### src/rtl/pwr_pkg.sv
package pwr_pkg;

  typedef enum logic [1:0] {
    PS_NORMAL = 2'd0,
    PS_HALT   = 2'd1,
    PS_STPGNT = 2'd2,
    PS_SLEEP  = 2'd3
  } pstate_e;

  localparam int NUM_WAKE = 5;
  localparam int WAKE_SMI = 0;

  // Clock enables returned as {timer, snoop, core}
  function automatic logic [2:0] gate_for(pstate_e s, logic stop_all);
    logic [2:0] g;
    case (s)
      PS_NORMAL: g = 3'b111;
      PS_HALT:   g = 3'b110;
      PS_STPGNT: g = stop_all ? 3'b000 : 3'b110;
      default:   g = stop_all ? 3'b000 : 3'b100;
    endcase
    return g;
  endfunction

endpackage

### src/rtl/pwr_wake_latch.sv
module pwr_wake_latch #(
  parameter int N = 5
) (
  input  logic         clk,
  input  logic         rst_n,
  input  logic [N-1:0] evt_in,
  input  logic         consume,
  output logic [N-1:0] wake_vec
);

  logic [N-1:0] pend_q;

  for (genvar i = 0; i < N; i++) begin : g_bit
    always_ff @(posedge clk or negedge rst_n) begin
      if (!rst_n)       pend_q[i] <= 1'b0;
      else if (consume) pend_q[i] <= 1'b0;
      else              pend_q[i] <= pend_q[i] | evt_in[i];
    end
  end

  assign wake_vec = pend_q | evt_in;


  pend_hold_chk: assert property (@(posedge clk) disable iff (!rst_n)
    !consume |=> ((pend_q & $past(pend_q)) == $past(pend_q)));

endmodule

### src/rtl/pwr_fsm.sv
module pwr_fsm
  import pwr_pkg::*;
#(
  parameter int N = NUM_WAKE
) (
  input  logic         clk,
  input  logic         rst_n,
  input  logic         halt_done,
  input  logic         stpclk_req,
  input  logic         sleep_req,
  input  logic [N-1:0] wake_vec,
  input  logic         smi_return,
  input  logic         flush_req,
  input  logic         flush_ack,
  output pstate_e      st_o,
  output logic         halt_stb_o,
  output logic         sg_stb_o,
  output logic         flush_busy_o,
  output logic         consume_o
);

  pstate_e st_q, st_d;
  logic from_halt_q, from_halt_d;
  logic resume_q, resume_d;
  logic flush_q, flush_d;
  logic h_stb_d, s_stb_d, h_stb_q, s_stb_q;
  logic wake_take;

  always_comb begin
    st_d = st_q;
    from_halt_d = from_halt_q;
    resume_d = resume_q;
    flush_d = flush_q;
    h_stb_d = 1'b0;
    s_stb_d = 1'b0;
    wake_take = 1'b0;
    case (st_q)
      PS_NORMAL: begin
        if (stpclk_req) begin
          st_d = PS_STPGNT;
          from_halt_d = 1'b0;
          s_stb_d = 1'b1;
        end else if (smi_return) begin
          resume_d = 1'b0;
          if (resume_q) st_d = PS_HALT;
        end else if (halt_done) begin
          st_d = PS_HALT;
          h_stb_d = 1'b1;
        end
      end
      PS_HALT: begin
        if (flush_q) begin
          if (flush_ack) flush_d = 1'b0;
        end else if (stpclk_req) begin
          st_d = PS_STPGNT;
          from_halt_d = 1'b1;
          s_stb_d = 1'b1;
        end else if (|wake_vec) begin
          st_d = PS_NORMAL;
          wake_take = 1'b1;
          resume_d = wake_vec[WAKE_SMI];
        end else if (flush_req) begin
          flush_d = 1'b1;
        end
      end
      PS_STPGNT: begin
        if (!stpclk_req)    st_d = from_halt_q ? PS_HALT : PS_NORMAL;
        else if (sleep_req) st_d = PS_SLEEP;
      end
      default: begin
        if (!sleep_req) st_d = PS_STPGNT;
      end
    endcase
  end

  always_ff @(posedge clk or negedge rst_n) begin
    if (!rst_n) begin
      st_q <= PS_NORMAL;
      from_halt_q <= 1'b0;
      resume_q <= 1'b0;
      flush_q <= 1'b0;
      h_stb_q <= 1'b0;
      s_stb_q <= 1'b0;
    end else begin
      st_q <= st_d;
      from_halt_q <= from_halt_d;
      resume_q <= resume_d;
      flush_q <= flush_d;
      h_stb_q <= h_stb_d;
      s_stb_q <= s_stb_d;
    end
  end

  assign st_o = st_q;
  assign halt_stb_o = h_stb_q;
  assign sg_stb_o = s_stb_q;
  assign flush_busy_o = flush_q;
  assign consume_o = (st_q == PS_NORMAL) || wake_take;


  halt_entry_chk: assert property (@(posedge clk) disable iff (!rst_n)
    halt_stb_o |-> (st_q == PS_HALT && $past(st_q) == PS_NORMAL));

  sg_entry_chk: assert property (@(posedge clk) disable iff (!rst_n)
    sg_stb_o |-> (st_q == PS_STPGNT && $past(st_q) != PS_STPGNT));

  sleep_origin_chk: assert property (@(posedge clk) disable iff (!rst_n)
    (st_q == PS_SLEEP) |-> ($past(st_q) == PS_STPGNT || $past(st_q) == PS_SLEEP));

  flush_in_halt_chk: assert property (@(posedge clk) disable iff (!rst_n)
    flush_q |-> (st_q == PS_HALT));

  wake_exit_chk: assert property (@(posedge clk) disable iff (!rst_n)
    wake_take |=> (st_q == PS_NORMAL));

endmodule

### src/rtl/pwr_clk_gate.sv
module pwr_clk_gate
  import pwr_pkg::*;
#(
  parameter int CFG_W    = 32,
  parameter int STOP_BIT = 26
) (
  input  logic             clk,
  input  logic             rst_n,
  input  logic             cfg_we,
  input  logic [CFG_W-1:0] cfg_wdata,
  input  pstate_e          st,
  output logic             core_en,
  output logic             snoop_en,
  output logic             timer_en,
  output logic             snoop_ack_en
);

  logic stop_all_q;
  logic unused_cfg_bits;

  always_ff @(posedge clk or negedge rst_n) begin
    if (!rst_n)      stop_all_q <= 1'b0;
    else if (cfg_we) stop_all_q <= cfg_wdata[STOP_BIT];
  end

  assign unused_cfg_bits = ^cfg_wdata;
  assign {timer_en, snoop_en, core_en} = gate_for(st, stop_all_q);
  assign snoop_ack_en = (st != PS_SLEEP);


  cfg_hold_chk: assert property (@(posedge clk) disable iff (!rst_n)
    !cfg_we |=> $stable(stop_all_q));

  core_only_normal_chk: assert property (@(posedge clk) disable iff (!rst_n)
    core_en |-> (st == PS_NORMAL));

endmodule

### src/rtl/pwr_state_ctrl.sv
module pwr_state_ctrl
  import pwr_pkg::*;
#(
  parameter int CFG_W    = 32,
  parameter int STOP_BIT = 26
) (
  input  logic             clk,
  input  logic             rst_n,
  input  logic             halt_done,
  input  logic             stpclk_req,
  input  logic             sleep_req,
  input  logic             smi_evt,
  input  logic             init_evt,
  input  logic             binit_evt,
  input  logic             nmi_evt,
  input  logic             intr_evt,
  input  logic             smi_return,
  input  logic             flush_req,
  input  logic             flush_ack,
  input  logic             cfg_we,
  input  logic [CFG_W-1:0] cfg_wdata,
  output logic [1:0]       state,
  output logic             halt_cycle,
  output logic             stop_grant_cycle,
  output logic             flush_busy,
  output logic             snoop_ack_en,
  output logic             core_clk_en,
  output logic             snoop_clk_en,
  output logic             timer_clk_en
);

  logic [NUM_WAKE-1:0] evt_vec, wake_vec;
  logic consume;
  pstate_e st;

  assign evt_vec = {intr_evt, nmi_evt, init_evt, binit_evt, smi_evt};

  pwr_wake_latch #(.N(NUM_WAKE)) u_wake (
    .clk(clk), .rst_n(rst_n), .evt_in(evt_vec), .consume(consume), .wake_vec(wake_vec)
  );

  pwr_fsm #(.N(NUM_WAKE)) u_fsm (
    .clk(clk), .rst_n(rst_n), .halt_done(halt_done), .stpclk_req(stpclk_req),
    .sleep_req(sleep_req), .wake_vec(wake_vec), .smi_return(smi_return),
    .flush_req(flush_req), .flush_ack(flush_ack), .st_o(st),
    .halt_stb_o(halt_cycle), .sg_stb_o(stop_grant_cycle),
    .flush_busy_o(flush_busy), .consume_o(consume)
  );

  pwr_clk_gate #(.CFG_W(CFG_W), .STOP_BIT(STOP_BIT)) u_gate (
    .clk(clk), .rst_n(rst_n), .cfg_we(cfg_we), .cfg_wdata(cfg_wdata), .st(st),
    .core_en(core_clk_en), .snoop_en(snoop_clk_en), .timer_en(timer_clk_en),
    .snoop_ack_en(snoop_ack_en)
  );

  assign state = st;

endmodule

### config.mk
export PLATFORM = sky130hd
export DESIGN_NAME = pwr_state_ctrl
export DESIGN_NICKNAME = d
export VERILOG_FILES = /design/src/rtl/pwr_pkg.sv /design/src/rtl/pwr_wake_latch.sv /design/src/rtl/pwr_fsm.sv /design/src/rtl/pwr_clk_gate.sv /design/src/rtl/pwr_state_ctrl.sv
export SDC_FILE = /design/constraint.sdc
export NUM_CORES = 1
export LEC_CHECK = 0
export BUFFER_PORTS_ARGS = -buffer_cell sky130_fd_sc_hd__buf_4
export CAP_MARGIN = 10
export CORE_AREA = 2 2 44 46
export CTS_CLUSTER_DIAMETER = 40
export DETAILED_ROUTE_END_ITERATION = 8
export DIE_AREA = 0 0 46 48
export GPL_ROUTABILITY_DRIVEN = 0
export PLACE_DENSITY = 0.77
export SLEW_MARGIN = 30
export SYNTH_ARGS = -nofsm -noshare
export SYNTH_HDL_FRONTEND = slang
export SYNTH_SLANG_ARGS = --single-unit
### constraint.sdc
create_clock -name clk -period 2.6 [get_ports clk]
set_clock_uncertainty 0.1 [all_clocks]
set_input_delay 0.26 -clock clk [delete_from_list [all_inputs] [get_ports clk]]
set_output_delay 0.26 -clock clk [all_outputs]
set_load 0.1 [all_outputs]
Word-level counts from Yosys, hierarchy flattened
Cells that the tools add are included.

storage, ports and cells
  register bits after elaboration = 13

operators by class
  bitwise operators = 6
  eq/ne operators = 15
  reductions and logical operators = 7
  muxes and demuxes = 46

operator list
  operator            count
  $mux 1              29
  $mux 2              10
  $ne 2x2->1 const B  7
  $reduce_and 6->1    2
  $pmux 3 s3          1
  $mux 3              2
  $pmux 1 s2          3
  $pmux 2 s3          1
  $or 1x1->1          5
  $or 5x5->5          1
  $reduce_or 5->1     1
  $ne 4x1->1 const B  1
  $ne 4x3->1 const B  1
  $ne 4x4->1 const B  1
  $reduce_and 4->1    1
  $ne 3x2->1 const B  1
  $ne 3x3->1 const B  1
  $eq 2x1->1 const B  1
  $eq 2x2->1 const B  1
  $logic_not 2->1     1
  $ne 2x1->1 const B  1
  $reduce_bool 2->1   1
  $logic_or 1x1->1    1

Depth between registers and ports, before layout
Gate-level depths: netlist (run 1).

  word-level depth = 8
  mapped depth = 5
  mapped depth without buffers = 4

Hierarchy
Synthesis (run 1) repeated with hierarchy kept, for this count alone.

unflattened totals
  cells, all modules = 72
  area, all modules = 750.7 um2

by module, submodules not included
  module          times used  area an instance (um2)  cells each
  pwr_fsm         1           488.0                   51
  pwr_wake_latch  1           206.4                   15
  pwr_clk_gate    1           56.3                    6

Least setup slack after synthesis (run 1)
Ideal clock, no wire load.

  path type = flip-flop to output port
  from = register u_fsm.st_q[0], in the netlist u_fsm.st_o[0]
  to = output snoop_clk_en
  buffers on the path = 1
  arrival time = 3153 ps
  slack = -913 ps
  stages on the path, launching flop included = 3
  cell sequence = dfrtp_1 -> buf_6 -> o21ai_0

on the way
  longest elaborated chain between the ends = 2
  elaborated cells on any way between the ends = 4
  classes of those cells = eq/ne: 2; mux: 1; reduce/logical: 1

RTL lines
  element                             RTL line              text
  start: declaration                  pwr_fsm.sv:22         pstate_e st_q, st_d;
  start signal: assignment            pwr_fsm.sv:85         st_q <= st_d;
  $eq 2x2->1 (tied with other cells)  pwr_pkg.sv:16         case (s)
  $pmux 3 s3 (*)                      pwr_pkg.sv:16
  end: declaration                    pwr_state_ctrl.sv:28  output logic snoop_clk_en,

Every way passes the cells marked *; elsewhere a longest branch is shown, timed or not.

Final worst setup path (run 1)
  from = register u_fsm.st_q[1], in the netlist u_fsm.st_o[1]
  to = output core_clk_en

on the way
  longest elaborated chain between the ends = 2
  elaborated cells on any way between the ends = 4
  classes of those cells = eq/ne: 2; mux: 1; reduce/logical: 1

RTL lines
  element                             RTL line              text
  $eq 2x2->1 (tied with other cells)  pwr_pkg.sv:16
  $pmux 3 s3 (*)                      pwr_pkg.sv:16
  end: declaration                    pwr_state_ctrl.sv:27  output logic core_clk_en,

Marks and branches as above.

==> results of run 1 <==
-- cells in the mapped netlist, types with 2 or more instances --
master	number	area, sq um
a21oi_1	2	10.01
buf_2	2	10.01
dfrtp_1	13	325.3
inv_1	2	7.510
nand2_1	10	37.54
nor2_1	13	48.80
nor2_2	2	12.51
nor2b_1	2	12.51
o21ai_0	2	10.01
-- layer usage --
metal / track usage / part of all wire / vias up
li1: - / - / 268
met1: 0.1835 / 0.48 / 246
met2: 0.2000 / 0.46 / 14
met3: 0.02642 / 0.049 / 2
met4: 0.05143 / 0.0094 / 0
met5: 0 / 0 / -
-- worst register-to-register path: stages, from the launching register on --
cell and delay, ns:
dfrtp_1 0.57, nor2b_2 0.28, nand2_1 0.08, nor3_2 0.19, a31o_1 0.16
-- cells in the final DEF (no fill, tap or decap), types with 2 or more instances in the layout --
master / Yosys / routed
nor2_2: 2 / 3
clkbuf_4: 0 / 3
o21ai_1: 1 / 2
nor2b_1: 2 / 2
nor2_1: 13 / 12
buf_4: 0 / 23
dfrtp_1: 13 / 13
nand2_1: 10 / 10
a21oi_1: 2 / 2
inv_1: 2 / 2
-- metrics by stage --
stage               setup WS [ns]  utilization
floorplan                 -0.1544            -
global placement            1.193       0.4704
detailed placement          1.191       0.4704
CTS                        0.9258       0.4919
global route               0.8673       0.4919
finish                     0.9244       0.4919
-- final timing paths --
path                                           end  slack [ns]
worst min-delay path              u_wake.pend_q[4]        0.12
worst max-delay path                   core_clk_en        0.92
min in group asynchronous           u_fsm.resume_q        0.26
worst min register to register    u_wake.pend_q[4]        0.39
max in group asynchronous            u_fsm.st_o[1]        1.97
worst max register to register  u_fsm.flush_busy_o        1.17
-- cells by family (layout without fill, tap and decap cells) --
group,after synthesis,count (layout),synth area share
buf+inv,5,30,0.04647
mux,2,2,0.03434
compound gates,11,11,0.1192
simple gates,34,34,0.2748
flops,13,13,0.5252
-- cell type report --
class / instances / area, sq um / area share
Sequential cell: 13 / 325.3 / 0.3916
Multi-Input combinational cell: 47 / 267.8 / 0.3223
Timing Repair Buffer: 24 / 182.7 / 0.2199
Clock buffer: 4 / 26.28 / 0.03163
Tap cell: 17 / 21.27 / 0.02560
Inverter: 2 / 7.507 / 0.009036
-- power groups by stage --
stage | Combinational (uW) | Clock [uW] | Sequential, uW
floorplan | 355 | 0 | 444
global placement | 573 | 0 | 346
detailed placement | 578 | 0 | 347
CTS | 581 | 128 | 343
global route | 608 | 141 | 356
finish | 576 | 125 | 344
-- flip-flops by register name, summed over array words and instances (netlist names) --
register,cells
u_fsm.resume_q,1
u_fsm.sg_stb_o,1
u_gate.stop_all_q,1
u_fsm.st_o,2
u_fsm.from_halt_q,1
u_wake.pend_q,5
u_fsm.flush_busy_o,1
u_fsm.halt_stb_o,1
==> results by group, run 1 <==
Worst setup path
  • WP depth: 2
  • Req. time, crit path: 2.24 ns
  • CP Data Arrival Time: 1.32 ns
  • Crit path from: u_fsm.st_o[1]
  • Worst R2R Path Depth: 4
  • Worst path max stage delay: 0.55 ns
  • Crit-path cells: nor2_2, buf_4
  • Crit path capture type: primary output
  • Crit Path Max Fanout: 14
  • Slowest stage cell, crit path: dfrtp_1
  • Worst r2r src: u_fsm.st_o[0]
  • CP top delay family: flip-flops
  • Startpoint types: flip-flop
  • Crit path kind: flip-flop to primary output
  • Worst Path Buf+Inv: 1

Timing
  • Fin. Hold Viols: 0
  • Fin crit share: 0.6445
  • Fmax: 596.8 MHz
  • Setup TNS: 0 ns
  • Worst-margin pin slew: 0.4594 ns
  • Relative slew margins: 0.6937
  • Final Setup Violations: 0
  • Final Critical Period: 1.676 ns
  • RSZ-0062 raised after global routing: false
  • Max Slew Vio Count: 0
  • Hold slack: 0.1186 ns

Power and ir drop
  • Tot Pwr: 1045 uW
  • Net switching fraction of the power: 0.5401
  • Sw Pwr: 564.7 uW
  • Max VDD drop: 0.0005528 V
  • Pleak: 0.0003947 uW
  • Internal power: 480.8 uW
  • Clk pwr share: 0.120
  • Seq pwr share: 0.329
  • P per Cell Area: 1258 mW/mm^2
  • Combinational share of power: 0.551

Place
  • Dpl cells: 102
  • Buffers on Ports: 23
  • Placed cell areas: 794.5 sq um
  • Final HPWL DP: 928.3 um

Routing
  • Routed len/inst: 11.99 um
  • Routed wire length: 1.283 mm
  • Iteration-0 DRC Markers: 2
  • Via density: 4.953
  • Final antenna-violating net count: 0
  • Via count: 530
  • TritonRoute pass-1 iters: 2
  • DRC violations left: 0

Min path
  • Hold Path Origin: intr_evt
  • Hold crit path type: primary input to flip-flop
  • Hold Path Cell Cnt: 3

Clock network
  • Post-CTS sizing: 0
  • Clk sink count: 13
  • Bufs on Longest Clock Path: 2
  • Setup bufs post-CTS: 0
  • Clk root buf: clkbuf_4
  • Worst-Skew Late Latency: 0.27 ns
  • CTS tree: yes
  • Num CTS Buffers: 3
  • # hold bufs at CTS: 1
  • CTS HTree Levels: 1
  • Clock transition at path regs: 0.08 ns

Finish
  • Ant. Diodes: 0
  • Finished Cell Area: 830.8 sq um
  • Post-route insts no fill: 107
  • FILL cells: 164
  • Syn-to-layout area delta: 34.14%
  • Final nets: 137
  • Share of cells above drive strength 1: 0.3778

Synth
  • Post-synthesis net count: 111
  • Post-synthesis register bit count: 13
  • Async SR Flop Fraction: 1.000
  • Sequential fraction of the synthesis area: 0.5253
  • Synth warn: 0
  • Syn Inst Count: 65
  • EDFF count, synth: 0
  • Post-synth cell types: 26
  • Mapped Area: 619.3 sq um
  • Main flop type after synthesis: dfrtp_1
  • Avg Cell Area, Syn: 9.528 sq um

Run status
  • Outcome: complete, no violations

Floorplanning
  • Initial Utilization: 0.3667
  • Placeable Area: 0.001689 sq mm
  • Die Area: 0.002208 sq mm
  • Io pins: 55
  • Die width: 46 um
  • DIE HEIGHT: 48 um
  • Rows: 15

GRT
  • Pin count of the biggest net entering global routing: 15
  • First-pass GRT wire length: 2.063 mm
  • Total track usage: 0.1317
  • Initial antenna violation count: 0
  • Number of global-route vias before repair: 447
  • Global route total overflow: 0

Run
  • Max-Cap Viols: 0
Power figures use the tool's default switching activity.
==> inputs of run 2 (changes only) <==
Settings changed: CORE_AREA 2 2 44 46 to 2 2 54 44, DIE_AREA 0 0 46 48 to 0 0 56 46, PLACE_DENSITY 0.77 to 0.7.
Clock period 2.6 ns to 1.5 ns, I/O delays scaled along.
==> run 2 against run 1 <==
Net effect:
- global-route usage is 2.3 points lower
- wire length rose by 8.9%
- setup slack got worse by 0.89 ns
- non-clock buffer count rose by 4
- clock-buffer cell count shrank 1
- clock power increased by 76%
- largest cell class unchanged
==> results by group, run 2 (synthesis results as in run 1) <==
Min path
  • Hold Path Cell Cnt: 2
  • Hold Crit Endpoint: u_fsm.flush_busy_o
  • Hold Path Origin: flush_req
  • Hold crit path type: primary input to flip-flop

Finish
  • Commonest non-fill, non-tap cells in the layout: buf_4 (19), nor2_1 (12), dfrtp_1 (10), nand2_1 (8), dlygate4sd3_1 (4)
  • Share of cells above drive strength 1: 0.4468
  • Final nets: 141
  • Commonest non-fill, non-tap cell in the layout: buf_4
  • Syn-to-layout area delta: 53.33%
  • Biggest register: u_wake.pend_q
  • Number of flip-flops under the largest register name: 5
  • Finished Core Util: 0.4518
  • Post-route insts no fill: 119
  • Ant. Diodes: 0

Worst setup path
  • Startpoint types: flip-flop
  • Reg-to-Reg End: u_fsm.resume_q
  • Worst path max stage delay: 0.58 ns
  • Crit-path cells: nor2_4, buf_8
  • Req. time, crit path: 1.25 ns
  • Slowest stage cell, crit path: dfrtp_4
  • Crit path capture type: primary output
  • CP top delay family: flip-flops
  • Worst r2r src: u_fsm.st_o[0]
  • WP depth: 2
  • Worst R2R Setup Slack: 0.07 ns
  • Worst Path Buf+Inv: 1
  • Crit path kind: flip-flop to primary output
  • Crit Path Max Fanout: 14
  • Worst R2R Path Depth: 5
  • CP Data Arrival Time: 1.22 ns

Floorplanning
  • Rows: 15
  • Placeable Area: 0.002102 sq mm
  • Die width: 56 um
  • DIE HEIGHT: 46 um
  • Die Area: 0.002576 sq mm
  • Initial Utilization: 0.2946
  • Io pins: 55

GRT
  • Number of global-route vias before repair: 519
  • First-pass GRT wire length: 2.166 mm
  • M2 GR Usage: 0.1718
  • M3 GR Usage: 0.03693
  • Pin count of the biggest net entering global routing: 15
  • Met1 Track Usage GR: 0.1367
  • Initial antenna violation count: 0
  • Global route total overflow: 0
  • Total track usage: 0.1090
  • GR peak layer: met2

Routing
  • Iteration-0 DRC Markers: 5
  • Final antenna-violating net count: 0
  • Via density: 4.496
  • Via count: 535
  • TritonRoute pass-1 iters: 2
  • Routed len/inst: 11.74 um
  • Routed wire length: 1.397 mm
  • DRC violations left: 0

Clock network
  • Clk sink count: 13
  • Worst-Skew Late Latency: 0.28 ns
  • Clk root buf: clkbuf_4
  • Num CTS Buffers: 3
  • CTS HTree Levels: 1
  • CTS tree: yes
  • Clock transition at path regs: 0.08 ns
  • Bufs on Longest Clock Path: 2

Power and ir drop
  • Internal power: 977.2 uW
  • Sw Pwr: 1048 uW
  • Net switching fraction of the power: 0.5175
  • Seq pwr share: 0.313
  • Max VDD drop: 0.001003 V
  • P per Cell Area: 2132 mW/mm^2
  • Combinational share of power: 0.579
  • Clk pwr share: 0.108
  • Pleak: 0.0004298 uW

Timing
  • Fmax: 680.3 MHz
  • Fin. Hold Viols: 0
  • Worst-margin pin slew: 0.2809 ns
  • Relative slew margins: 0.8143
  • Final Setup Violations: 0
  • Fin crit share: 0.9800
  • Final Critical Period: 1.470 ns
  • Max Slew Vio Count: 0

Run
  • Max-Cap Viols: 0

Place
  • Dpl cells: 110
  • Final HPWL DP: 1.015 mm
  • Buffers on Ports: 23

Run status
  • Outcome: complete, no violations
## run 2: cell count changes in the layout (fill, tap and decap cells not counted), moves of 2 or more
cell	change
dfrtp_4	+2
dlygate4sd3_1	+3
buf_4	-4
dfrtp_1	-3
buf_6	+2
nand2_2	+2
buf_12	+2
nand2_1	-2
## run 2: how the worst max path moves through the flow
stage / start / end / slack (ns)
floorplan: u_fsm.st_o[0] / u_fsm.from_halt_q / -0.18
global placement: u_fsm.st_o[1] / u_fsm.flush_busy_o / 0.15
detailed placement: u_fsm.st_o[1] / u_fsm.flush_busy_o / 0.13
CTS: u_fsm.st_o[0] / snoop_clk_en / 0.01
global route: u_fsm.st_o[1] / core_clk_en / -0.01
finish: u_fsm.st_o[1] / core_clk_en / 0.03
## run 2: stage by stage
step	hold WS, ns	total power [uW]	instance area [sq um]	worst slack (ns)	TNS [ns]
floorplan	-0.2456	1459	658.1	-0.1757	-0.4184
global placement	-0.09835	1655	834.6	0.1484	0
detailed placement	-0.09375	1672	834.6	0.1278	0
CTS	0.0002907	1945	917.1	0.009670	0
global route	0.007758	2124	949.7	-0.01307	-0.01307
finish	0.004289	2025	949.7	0.02998	0
## run 2: timing repair
action	in CTS	in global routing
setup buffers	0	1
hold buffers	4	0
endpoints found under the setup margin	3	3
resized for setup	4	3
endpoints found under the hold margin	16	0
## run 2: layout make-up
class / count / area (sq um)
Clock buffer: 3 / 22.52
Clock inverter: 1 / 5.005
Fill cell: 216 / 1152
Inverter: 2 / 7.507
Multi-Input combinational cell: 47 / 289.0
Sequential cell: 13 / 334.1
Tap cell: 25 / 31.28
Timing Repair Buffer: 28 / 260.3
## run 2: worst register-to-register path: stages (launching register included)
cell and delay [ns]:
dfrtp_4 0.56, buf_12 0.16, nor2b_4 0.12, o21ai_2 0.12, mux2i_1 0.18, o21ai_1 0.08
## run 2: power by group through the flow
stage | sequential, uW | clock, uW | combinational [uW]
floorplan | 791 | 0 | 667
global placement | 644 | 0 | 1010
detailed placement | 649 | 0 | 1020
CTS | 642 | 229 | 1070
global route | 651 | 240 | 1230
finish | 633 | 220 | 1170
## run 2: per-layer routing
metal / vias up / routed length, um
met3: 2 / 43
met2: 8 / 682
met4: 0 / 19
li1: 274 / -
met1: 251 / 652
met5: - / 0
